`config.mk`:
```
export PLATFORM = sky130hd
export DESIGN_NAME = pkt_framer
export DESIGN_NICKNAME = d
export VERILOG_FILES = /design/src/rtl/pkt_framer_pkg.sv /design/src/rtl/framer_store.sv /design/src/rtl/framer_ctrl.sv /design/src/rtl/pkt_framer.sv
export SDC_FILE = /design/constraint.sdc
export NUM_CORES = 1
export LEC_CHECK = 0
export BUFFER_PORTS_ARGS = -buffer_cell sky130_fd_sc_hd__buf_2
export CAP_MARGIN = 20
export CORE_ASPECT_RATIO = 1.1
export CORE_MARGIN = 2
export CORE_UTILIZATION = 60
export CTS_CLUSTER_DIAMETER = 30
export DETAILED_ROUTE_END_ITERATION = 6
export GPL_TIMING_DRIVEN = 0
export PLACE_DENSITY = 0.79
export SYNTH_ARGS = -nofsm -noshare
export SYNTH_HDL_FRONTEND = slang
export SYNTH_SLANG_ARGS = --single-unit
```
`constraint.sdc`:
```
create_clock -name clk -period 10 [get_ports clk]
set_input_delay 0.5 -clock clk [delete_from_list [all_inputs] [get_ports clk]]
set_output_delay 0.5 -clock clk [all_outputs]
set_load 0.02 [all_outputs]
```
`src/rtl/pkt_framer_pkg.sv`:
```
// Shared types and helpers for the packet framer.
// Assumes 64-bit words and a 16-bit byte length field.
package pkt_framer_pkg;

    typedef struct packed {
        logic [1:0]  kind;
        logic        stamped;
        logic        burst_end;
        logic [11:0] seq;
        logic [15:0] src;
        logic [15:0] dst;
    } frame_tpl_t;

    typedef enum logic [2:0] {
        ST_IDLE,
        ST_FILL,
        ST_HDR,
        ST_TS,
        ST_PAY
    } fr_state_t;

    // Byte length: eight bytes per payload word plus the header and optional timestamp.
    function automatic logic [15:0] byte_len(input logic [15:0] words, input logic stamped);
        return (words << 3) + (stamped ? 16'd16 : 16'd8);
    endfunction

    // Pack the template fields and the computed length into a header word.
    function automatic logic [63:0] pack_header(input frame_tpl_t t, input logic [15:0] len);
        return {t.kind, t.stamped, t.burst_end, t.seq, len, t.src, t.dst};
    endfunction

endpackage

```
`src/rtl/framer_store.sv`:
```
// Payload buffer: one write port and one combinational read port.
// Assumes the controller never writes beyond DEPTH-1 and reads only written entries.
module framer_store #(
    parameter int WORD_W = 64,
    parameter int DEPTH  = 16,
    localparam int AW    = $clog2(DEPTH)
) (
    input  logic              clk,
    input  logic              wr_en,
    input  logic [AW-1:0]     wr_addr,
    input  logic [WORD_W-1:0] wr_data,
    input  logic [AW-1:0]     rd_addr,
    output logic [WORD_W-1:0] rd_data
);

    logic [WORD_W-1:0] mem [DEPTH];

    // Write one payload word per accepted beat.
    always_ff @(posedge clk) begin
        if (wr_en) begin
            mem[wr_addr] <= wr_data;
        end
    end

    // Read the word that the output beat is presenting.
    always_comb begin
        rd_data = mem[rd_addr];
    end

endmodule

```
`src/rtl/framer_ctrl.sv`:
```
// Sequencing for the framer: idle, fill, then header, timestamp and payload out.
// Counts payload words, detects an oversize payload and raises the drop pulse.
// Assumes DEPTH >= 2; the stamped flag comes from the registered template.
module framer_ctrl
    import pkt_framer_pkg::*;
#(
    parameter int DEPTH = 16,
    localparam int CW   = $clog2(DEPTH + 1)
) (
    input  logic          clk,
    input  logic          rst_n,
    input  logic          tpl_valid,
    input  logic          tpl_nopay,
    input  logic          stamped,
    input  logic          in_tvalid,
    input  logic          in_tlast,
    input  logic          out_tready,
    output fr_state_t     state,
    output logic [CW-1:0] word_cnt,
    output logic [CW-1:0] rd_idx,
    output logic          wr_en,
    output logic          tpl_take,
    output logic          last_word,
    output logic          drop_pulse
);

    localparam logic [CW-1:0] FULL = CW'(DEPTH);

    logic oversize;
    logic rd_final;

    // Decode handshakes and the position of the final outgoing word.
    always_comb begin
        tpl_take = (state == ST_IDLE) && tpl_valid;
        wr_en    = (state == ST_FILL) && in_tvalid && (word_cnt != FULL);
        rd_final = (rd_idx == word_cnt - CW'(1));
        case (state)
            ST_HDR:  last_word = (word_cnt == '0) && !stamped;
            ST_TS:   last_word = (word_cnt == '0);
            ST_PAY:  last_word = rd_final;
            default: last_word = 1'b0;
        endcase
    end

    // State, count and pointer updates.
    always_ff @(posedge clk) begin
        if (!rst_n) begin
            state      <= ST_IDLE;
            word_cnt   <= '0;
            rd_idx     <= '0;
            oversize   <= 1'b0;
            drop_pulse <= 1'b0;
        end else begin
            drop_pulse <= 1'b0;
            case (state)
                ST_IDLE: begin
                    if (tpl_valid) begin
                        word_cnt <= '0;
                        rd_idx   <= '0;
                        oversize <= 1'b0;
                        state    <= tpl_nopay ? ST_HDR : ST_FILL;
                    end
                end
                ST_FILL: begin
                    if (in_tvalid) begin
                        if (word_cnt == FULL) begin
                            oversize <= 1'b1;
                        end else begin
                            word_cnt <= word_cnt + CW'(1);
                        end
                        if (in_tlast) begin
                            if (oversize || (word_cnt == FULL)) begin
                                state      <= ST_IDLE;
                                drop_pulse <= 1'b1;
                            end else begin
                                state <= ST_HDR;
                            end
                        end
                    end
                end
                ST_HDR: begin
                    if (out_tready) begin
                        if (last_word)    state <= ST_IDLE;
                        else if (stamped) state <= ST_TS;
                        else              state <= ST_PAY;
                    end
                end
                ST_TS: begin
                    if (out_tready) begin
                        state <= last_word ? ST_IDLE : ST_PAY;
                    end
                end
                ST_PAY: begin
                    if (out_tready) begin
                        rd_idx <= rd_idx + CW'(1);
                        if (last_word) state <= ST_IDLE;
                    end
                end
                default: state <= ST_IDLE;
            endcase
        end
    end

endmodule

```
`src/rtl/pkt_framer.sv`:
```
// Top of the packet framer: holds the template, buffers one payload and emits
// header, optional timestamp and payload with the computed byte length.
// Assumes the payload source keeps in_tlast on exactly one beat per packet.
module pkt_framer
    import pkt_framer_pkg::*;
#(
    parameter int DEPTH = 16
) (
    input  logic        clk,
    input  logic        rst_n,
    input  logic        tpl_valid,
    output logic        tpl_ready,
    input  logic [1:0]  tpl_kind,
    input  logic        tpl_stamped,
    input  logic        tpl_burst_end,
    input  logic [11:0] tpl_seq,
    input  logic [15:0] tpl_len,
    input  logic [15:0] tpl_src,
    input  logic [15:0] tpl_dst,
    input  logic [63:0] tpl_ts,
    input  logic        tpl_nopay,
    input  logic        in_tvalid,
    output logic        in_tready,
    input  logic [63:0] in_tdata,
    input  logic        in_tlast,
    output logic        out_tvalid,
    input  logic        out_tready,
    output logic [63:0] out_tdata,
    output logic        out_tlast,
    output logic        ovf_err
);

    localparam int CW = $clog2(DEPTH + 1);
    localparam int AW = $clog2(DEPTH);

    frame_tpl_t     tpl_q;
    logic [63:0]    ts_q;
    fr_state_t      state;
    logic [CW-1:0]  word_cnt;
    logic [CW-1:0]  rd_idx;
    logic           wr_en;
    logic           tpl_take;
    logic           last_word;
    logic [63:0]    rd_data;
    logic [15:0]    len_calc;

    framer_ctrl #(.DEPTH(DEPTH)) u_ctrl (
        .clk        (clk),
        .rst_n      (rst_n),
        .tpl_valid  (tpl_valid),
        .tpl_nopay  (tpl_nopay),
        .stamped    (tpl_q.stamped),
        .in_tvalid  (in_tvalid),
        .in_tlast   (in_tlast),
        .out_tready (out_tready),
        .state      (state),
        .word_cnt   (word_cnt),
        .rd_idx     (rd_idx),
        .wr_en      (wr_en),
        .tpl_take   (tpl_take),
        .last_word  (last_word),
        .drop_pulse (ovf_err)
    );

    framer_store #(.WORD_W(64), .DEPTH(DEPTH)) u_store (
        .clk     (clk),
        .wr_en   (wr_en),
        .wr_addr (word_cnt[AW-1:0]),
        .wr_data (in_tdata),
        .rd_addr (rd_idx[AW-1:0]),
        .rd_data (rd_data)
    );

    // Capture the template on its handshake; the caller's length is not kept.
    always_ff @(posedge clk) begin
        if (!rst_n) begin
            tpl_q <= '0;
            ts_q  <= '0;
        end else if (tpl_take) begin
            tpl_q <= '{kind: tpl_kind, stamped: tpl_stamped, burst_end: tpl_burst_end,
                       seq: tpl_seq, src: tpl_src, dst: tpl_dst};
            ts_q  <= tpl_ts;
        end
    end

    // Handshake levels and the outgoing word selection.
    always_comb begin
        tpl_ready  = (state == ST_IDLE);
        in_tready  = (state == ST_FILL);
        out_tvalid = (state == ST_HDR) || (state == ST_TS) || (state == ST_PAY);
        out_tlast  = last_word;
        len_calc   = byte_len(16'(word_cnt), tpl_q.stamped);
        case (state)
            ST_HDR:  out_tdata = pack_header(tpl_q, len_calc);
            ST_TS:   out_tdata = ts_q;
            ST_PAY:  out_tdata = rd_data;
            default: out_tdata = '0;
        endcase
    end

endmodule

```
After elaboration in Yosys (flattened, before gate mapping)
Memory sizes are Yosys's and may differ from the RTL's. A register that Yosys moved wholly into a read port is not among the register bits.
Cells that the tools add are included.
{ "totals": {"in_bits": 199, "wordCells": 81, "n_memories": 1, "ff_bits": 127, "ramBits": 1024, "out_inout_bits": 69} }
{ "memory_table": {"columns": ["name", "words", "word_bits", "read_ports", "rd_ports_with_merged_regs", "write_ports", "line", "source"], "rows": [
  ["u_store.mem", 16, 64, 1, 1, 1, "framer_store.sv:16", "logic [WORD_W-1:0] mem [DEPTH];"]
]} }
{ "classes": {"reduce_logical": 17, "muxes": 31, "addsub": 4, "eq_ne": 16} }
{ "op_table": {"columns": ["operator", "n"], "rows": [
  ["64-bit one-hot mux with 3 select lines", 1],
  ["3-bit 2-to-1 mux", 10],
  ["5-bit 2-to-1 mux", 5],
  ["5-bit one-hot mux with 2 select lines", 2],
  ["3-bit one-hot mux with 5 select lines", 1],
  ["2-bit != test (second input constant)", 6],
  ["4-bit AND reduction", 3],
  ["5-bit by 1-bit adder with 5-bit output (second input constant)", 2],
  ["8-bit by 5-bit adder with 9-bit output", 1],
  ["4-bit 2-to-1 mux", 2],
  ["7-bit AND reduction", 1],
  ["3-bit by 2-bit equality test with 1-bit output (second input constant)", 2],
  ["1-bit 2-to-1 mux", 6],
  ["2-bit by 1-bit != test with 1-bit output (second input constant)", 3],
  ["5-bit equality test", 1],
  ["5-bit equality test (second input constant)", 1],
  ["5-bit logical NOT", 1],
  ["5-bit != test (second input constant)", 1],
  ["5-bit by 1-bit subtractor with 5-bit output (second input constant)", 1],
  ["1-bit logical AND", 4],
  ["2-bit 2-to-1 mux", 2],
  ["2-bit nonzero test", 2],
  ["3-bit by 1-bit equality test with 1-bit output (second input constant)", 1],
  ["3-bit equality test (second input constant)", 1],
  ["6 further kinds", 8]
]} }

Logic depth before layout (Yosys ltp)
{ "depth": {"word_depth": 6, "depth_mapped": 8, "depth_no_buf": 7} }

Modules after synthesis
From an unflattened synthesis, not the netlist that was laid out.
{ "unflattened": {"hier_cells": 2272, "hier_area_um2": 44975.6} }
{ "modules_own_cells": {"columns": ["mod", "cells_each", "instances", "area_each_um2", "seq_area_each_um2"], "rows": [
  ["framer_store", 1583, 1, 38300.5, 30749.5],
  ["pkt_framer", 572, 1, 5704.2, 2242.2],
  ["framer_ctrl", 117, 1, 970.9, 300.3]
]} }

Worst setup path before layout
OpenSTA, ideal clock, no wires.
{ "synth_timing": {"path_type": "register to register", "start": "register u_ctrl.word_cnt[0]", "end": "memory u_store.mem[0][0], enable pin", "t_arrival_ns": 5.702, "setup_time_ns": 0.565, "n_path_buf": 1, "synth_period_minus_slack_ns": 6.267, "required_time_ns": 9.435, "path_slack_ns": 3.733, "stages_incl_launch_ff": 8, "path_cell_list": "dfxtp_1 > inv_1 > ha_1 > nand4bb_1 > and2_1 > clkbuf_1 > nand2_1 > nor3_1"} }
{ "synth_via": {"elab_chain_len": 4} }
{ "synth_lines": {"columns": ["element", "line", "source"], "rows": [
  ["from (decl)", "framer_ctrl.sv:19", "output logic [CW-1:0] word_cnt,"],
  ["from (signal assigned)", "framer_ctrl.sv:69", "word_cnt <= word_cnt + CW'(1);"],
  ["5-bit != test", "framer_ctrl.sv:35", "wr_en = (state == ST_FILL) && in_tvalid && (word_cnt != FULL);"],
  ["1-bit logical AND", "framer_ctrl.sv:35", null],
  ["1-bit 2-to-1 mux", "framer_store.sv:20", "if (wr_en) begin"],
  ["1-bit 2-to-1 mux (implied by the code)", "framer_store.sv:21", "mem[wr_addr] <= wr_data;"],
  ["to (decl)", "framer_store.sv:16", null]
]} }
Several ways; a longest one is shown, not always the timed one.

==> out/results.tsv <==
stage	metric	value	unit
global_routing	antenna violations before repair	16	
sta	Least-Margin Pin Slew	1373	ps
place	Port Buffer Count	251	
setup_path	worst path bufs/invs	5	
setup_path	delay-heaviest family, CP	buffers and inverters	
setup_path	slowest CP cell	clkbuf_1	
power	PwrDens	227.1	nW/µm²
layout	Syn-to-layout area delta	22.60	%
sta	final period utilization	43.38	%
floorplan	Die Y	290.2	µm
sta	max-slew violation count	0	
detailed_routing	Routed WL per cell	31.61	µm
detailed_routing	DRC viols	0	
place	routability cong.	0.8954	
yosys	Main synth FF type	edfxtp_1	
power	Leak	17.80	nW
detailed_routing	1st-iter DRT viols	4000	
setup_path	critical path capture point type	primary output	
sta	minimum clock period	4338	ps
global_routing	global-route wire length before repair	190.0	mm
hold_path	hold crit path type	input pin to flop	
detailed_routing	Post-Route WL	132.8	mm
yosys	syn_nets	2762	
sta	Setup TNS	0	ps
yosys	Syn Inst Count	2554	
sta	slew margin rel.	8.439	%
setup_path	CP required	9500	ps
floorplan	Core ar.	73390	µm²
yosys	Post-synth EDFFs	1024	
floorplan	Starting Density	60.88	%
sta	RSZ-0062 raised after global routing	no	
clocking	Clock Sinks	1155	
power	maximum VDD drop	170.2	µV
yosys	largest cells by area after synthesis	edfxtp_1 (69%), mux4_2 (6.9%), mux2i_1 (6.7%), dfxtp_1 (5.9%), a22oi_1 (3.1%)	
detailed_routing	via-per-instance ratio	6.652	
setup_path	Worst Path Class, Setup	flop to primary output	
layout	area occupied by multi-input gates	10640	µm²
setup_path	Critical Path AT	3840	ps
setup_path	Critical Path Source Type	flop	
run	max_cap viols	0	
run_status	outcome	finished clean	
clocking	Post-CTS Setup Bufs	0	
global_routing	number of global-route vias before repair	28650	
place	HPWL after DPL	84.00	mm
clocking	Max Buffers Root-to-Sink	3	
sta	Setup Skew	28.18	ps
detailed_routing	router iterations before antenna repair	6	
setup_path	CP Cell Sequence	buf_2 -> buf_2 -> and2_1 -> clkbuf_1 -> clkbuf_1 -> a22oi_1 -> nand3_1 -> o211ai_1 -> buf_2	
sta	FMAX	230.5	MHz
clocking	Clock Latency Late Sink	740	ps
layout	fraction of layout cells with a size suffix above 1	25.39	%
clocking	clk root buf	clkbuf_16	
place	dpl cell area	48340	µm²
yosys	Syn Area/Cell	17.49	µm²
yosys	Mapped Area	44680	µm²
yosys	ys async rst share	0	%
sta	endpoints failing setup	0	
global_routing	gr ovfl total	0	
global_routing	overall routing resource usage	34.65	%
layout	final net count	3307	
global_routing	largest net degree at the start of global routing	25	
detailed_routing	post-route ant nets	0	
yosys	Yosys reg bits	1155	
yosys	post-synth top area share	68.82	%
setup_path	Crit path top cell by count	buf_2	
clocking	CTS Buf Count	162	
yosys	Yosys warning count	0	
clocking	CTS tree	done	
yosys	synth unique cells	55	
yosys	cell taking the most area after synthesis	edfxtp_1	
floorplan	Die Width	264.2	µm
floorplan	die area	76670	µm²
clocking	htree depth	4	
layout	# fillers	3945	
sta	Final Hold Vio Count	0	
detailed_routing	vias	27950	
floorplan	FP Rows	104	
floorplan	I/O pin total	268	
setup_path	critical path peak fanout	10	
clocking	Clk pin slew, worst setup/hold paths	60	ps
yosys	sequential area share after synthesis	74.69	%
setup_path	CP peak stage delay	650	ps
layout	Post-Layout Inst Area	54780	µm²
layout	sequential cell area	33370	µm²
==> worst register-to-register path: cells and delay by family (launching register included) <==
family                   cells  cell delay (ps)
flip-flops                   1              600
AND/OR/NAND/NOR              4             1450
adder cells (fa/ha/maj)      1              320
buffers and inverters        4              900
==> metrics by stage <==
| step | util [%] | hold WS (ps) | std cells | total power [mW] | setup WS, ps |
|---|---|---|---|---|---|
| after global routing | 74.62 | 20.88 | 4197 | 12.70 | 5614 |
| after floorplan | - | 431.2 | 2554 | 6.011 | 3733 |
| after detailed placement | 65.87 | 446.5 | 3822 | 6.521 | 6500 |
| final | 74.64 | 30.34 | 4202 | 12.44 | 5662 |
| after global placement | 64.22 | 442.3 | 3759 | 6.476 | -961.8 |
| after CTS | 74.54 | 1.367 | 4187 | 12.39 | 5757 |
==> cell usage in the layout, fill, tap and decap left out, types with 4 or more instances in the layout <==
cell type,instances
a21oi_1,119
a22oi_1,184
and2_1,4
buf_1,7
buf_12,21
buf_16,11
buf_2,310
buf_6,27
buf_8,12
bufinv_16,20
clkbuf_1,108
clkbuf_16,168
clkbuf_8,5
clkinv_1,6
clkinv_2,17
clkinv_4,17
clkinv_8,7
clkinvlp_4,10
dfxtp_1,131
diode_2,11
dlygate4sd3_1,63
edfxtp_1,1024
ha_1,8
inv_1,8
inv_6,26
inv_8,6
mux2i_1,297
mux4_2,136
nand2_1,251
nand2b_1,4
nand3_1,74
nor2_1,17
nor2_4,12
nor2b_1,5
nor3_2,4
o211ai_1,52
o21ai_0,4
xnor2_1,6
xor2_1,7
==> cells by family (layout without fill, tap and decap cells) <==
| group | after synthesis | count (layout) | share of synthesized area (%) |
|---|---|---|---|
| AND/OR/NAND/NOR | 392 | 392 | 3.839 |
| multiplexers | 434 | 434 | 13.53 |
| other | 0 | 11 | 0 |
| AO/OA/AOI/OAI | 377 | 377 | 5.673 |
| buffers and inverters | 174 | 857 | 1.742 |
| XOR/XNOR | 13 | 13 | 0.2548 |
| flip-flops | 1155 | 1155 | 74.69 |
| adder cells (fa/ha/maj) | 9 | 9 | 0.2688 |
==> cell usage after synthesis, types with 4 or more instances <==
cell and count:
nand3_1 74, nor3_1 7, and2_1 4, edfxtp_1 1024, a22oi_1 184, xor2_1 7, o211ai_1 52, nor2_1 29
mux4_2 136, nor2b_1 5, clkbuf_1 92, o21ai_0 4, nand2b_1 4, nand2_1 251, buf_2 58, mux2i_1 297
xnor2_1 6, inv_1 8, ha_1 8, buf_6 6, buf_1 7, dfxtp_1 131, a21oi_1 119
==> what timing repair did <==
| item | CTS | global route |
|---|---|---|
| hold buffers | 63 | 0 |
| gates resized for setup | 0 | 0 |
| hold endpoints to repair | 63 | 0 |
==> where the power goes <==
part	internal (mW)	switching, mW	total, mW
combinational	0.294	0.777	1.07
sequential	5.37	0.0713	5.45
clock	3.70	2.23	5.92
==> metal layers <==
layer | vias up | wire, µm | track usage, % | part of all wire (%)
met4 | 14 | 7855 | 19.66 | 5.9
met2 | 2200 | 64300 | 55.43 | 48
met3 | 429 | 14790 | 9.388 | 11
li1 | 11320 | - | - | -
met1 | 13990 | 45760 | 43.07 | 34
met5 | - | 97 | 0 | 0.073
==> flip-flops by register name, summed over array words and instances, names as in the netlist, named ones only <==
name / flops
u_ctrl.drop_pulse: 1
u_ctrl.rd_idx: 5
ts_q: 64
u_ctrl.oversize: 1
u_ctrl.word_cnt: 5
u_store.mem: 1024
tpl_q: 48
u_ctrl.state: 3
==> worst paths after layout <==
kind | startpoint | slack [ps] | end | cells after the start
setup / recovery | flop | 5660 | out_tdata[36] | 9
setup reg to reg | u_ctrl.word_cnt[0] | 6420 | u_store.mem[1][32] | 9
hold / removal | tpl_ts[54] | 30 | ts_q[54] | 3
hold reg to reg | ts_q[38] | 460 | ts_q[38] | 2
==> final cells by class <==
class | instances | share of cell area, %
timing repair buffer | 381 | 5.548
tap | 954 | 2.179
sequential | 1155 | 60.92
clock buffer | 191 | 7.937
clock inverter | 111 | 2.519
multi-input combinational | 1225 | 19.43
inverter | 9 | 0.06167
antenna | 11 | 0.05025
buffer | 165 | 1.359
No activity file was read; power rests on OpenSTA's default activity.
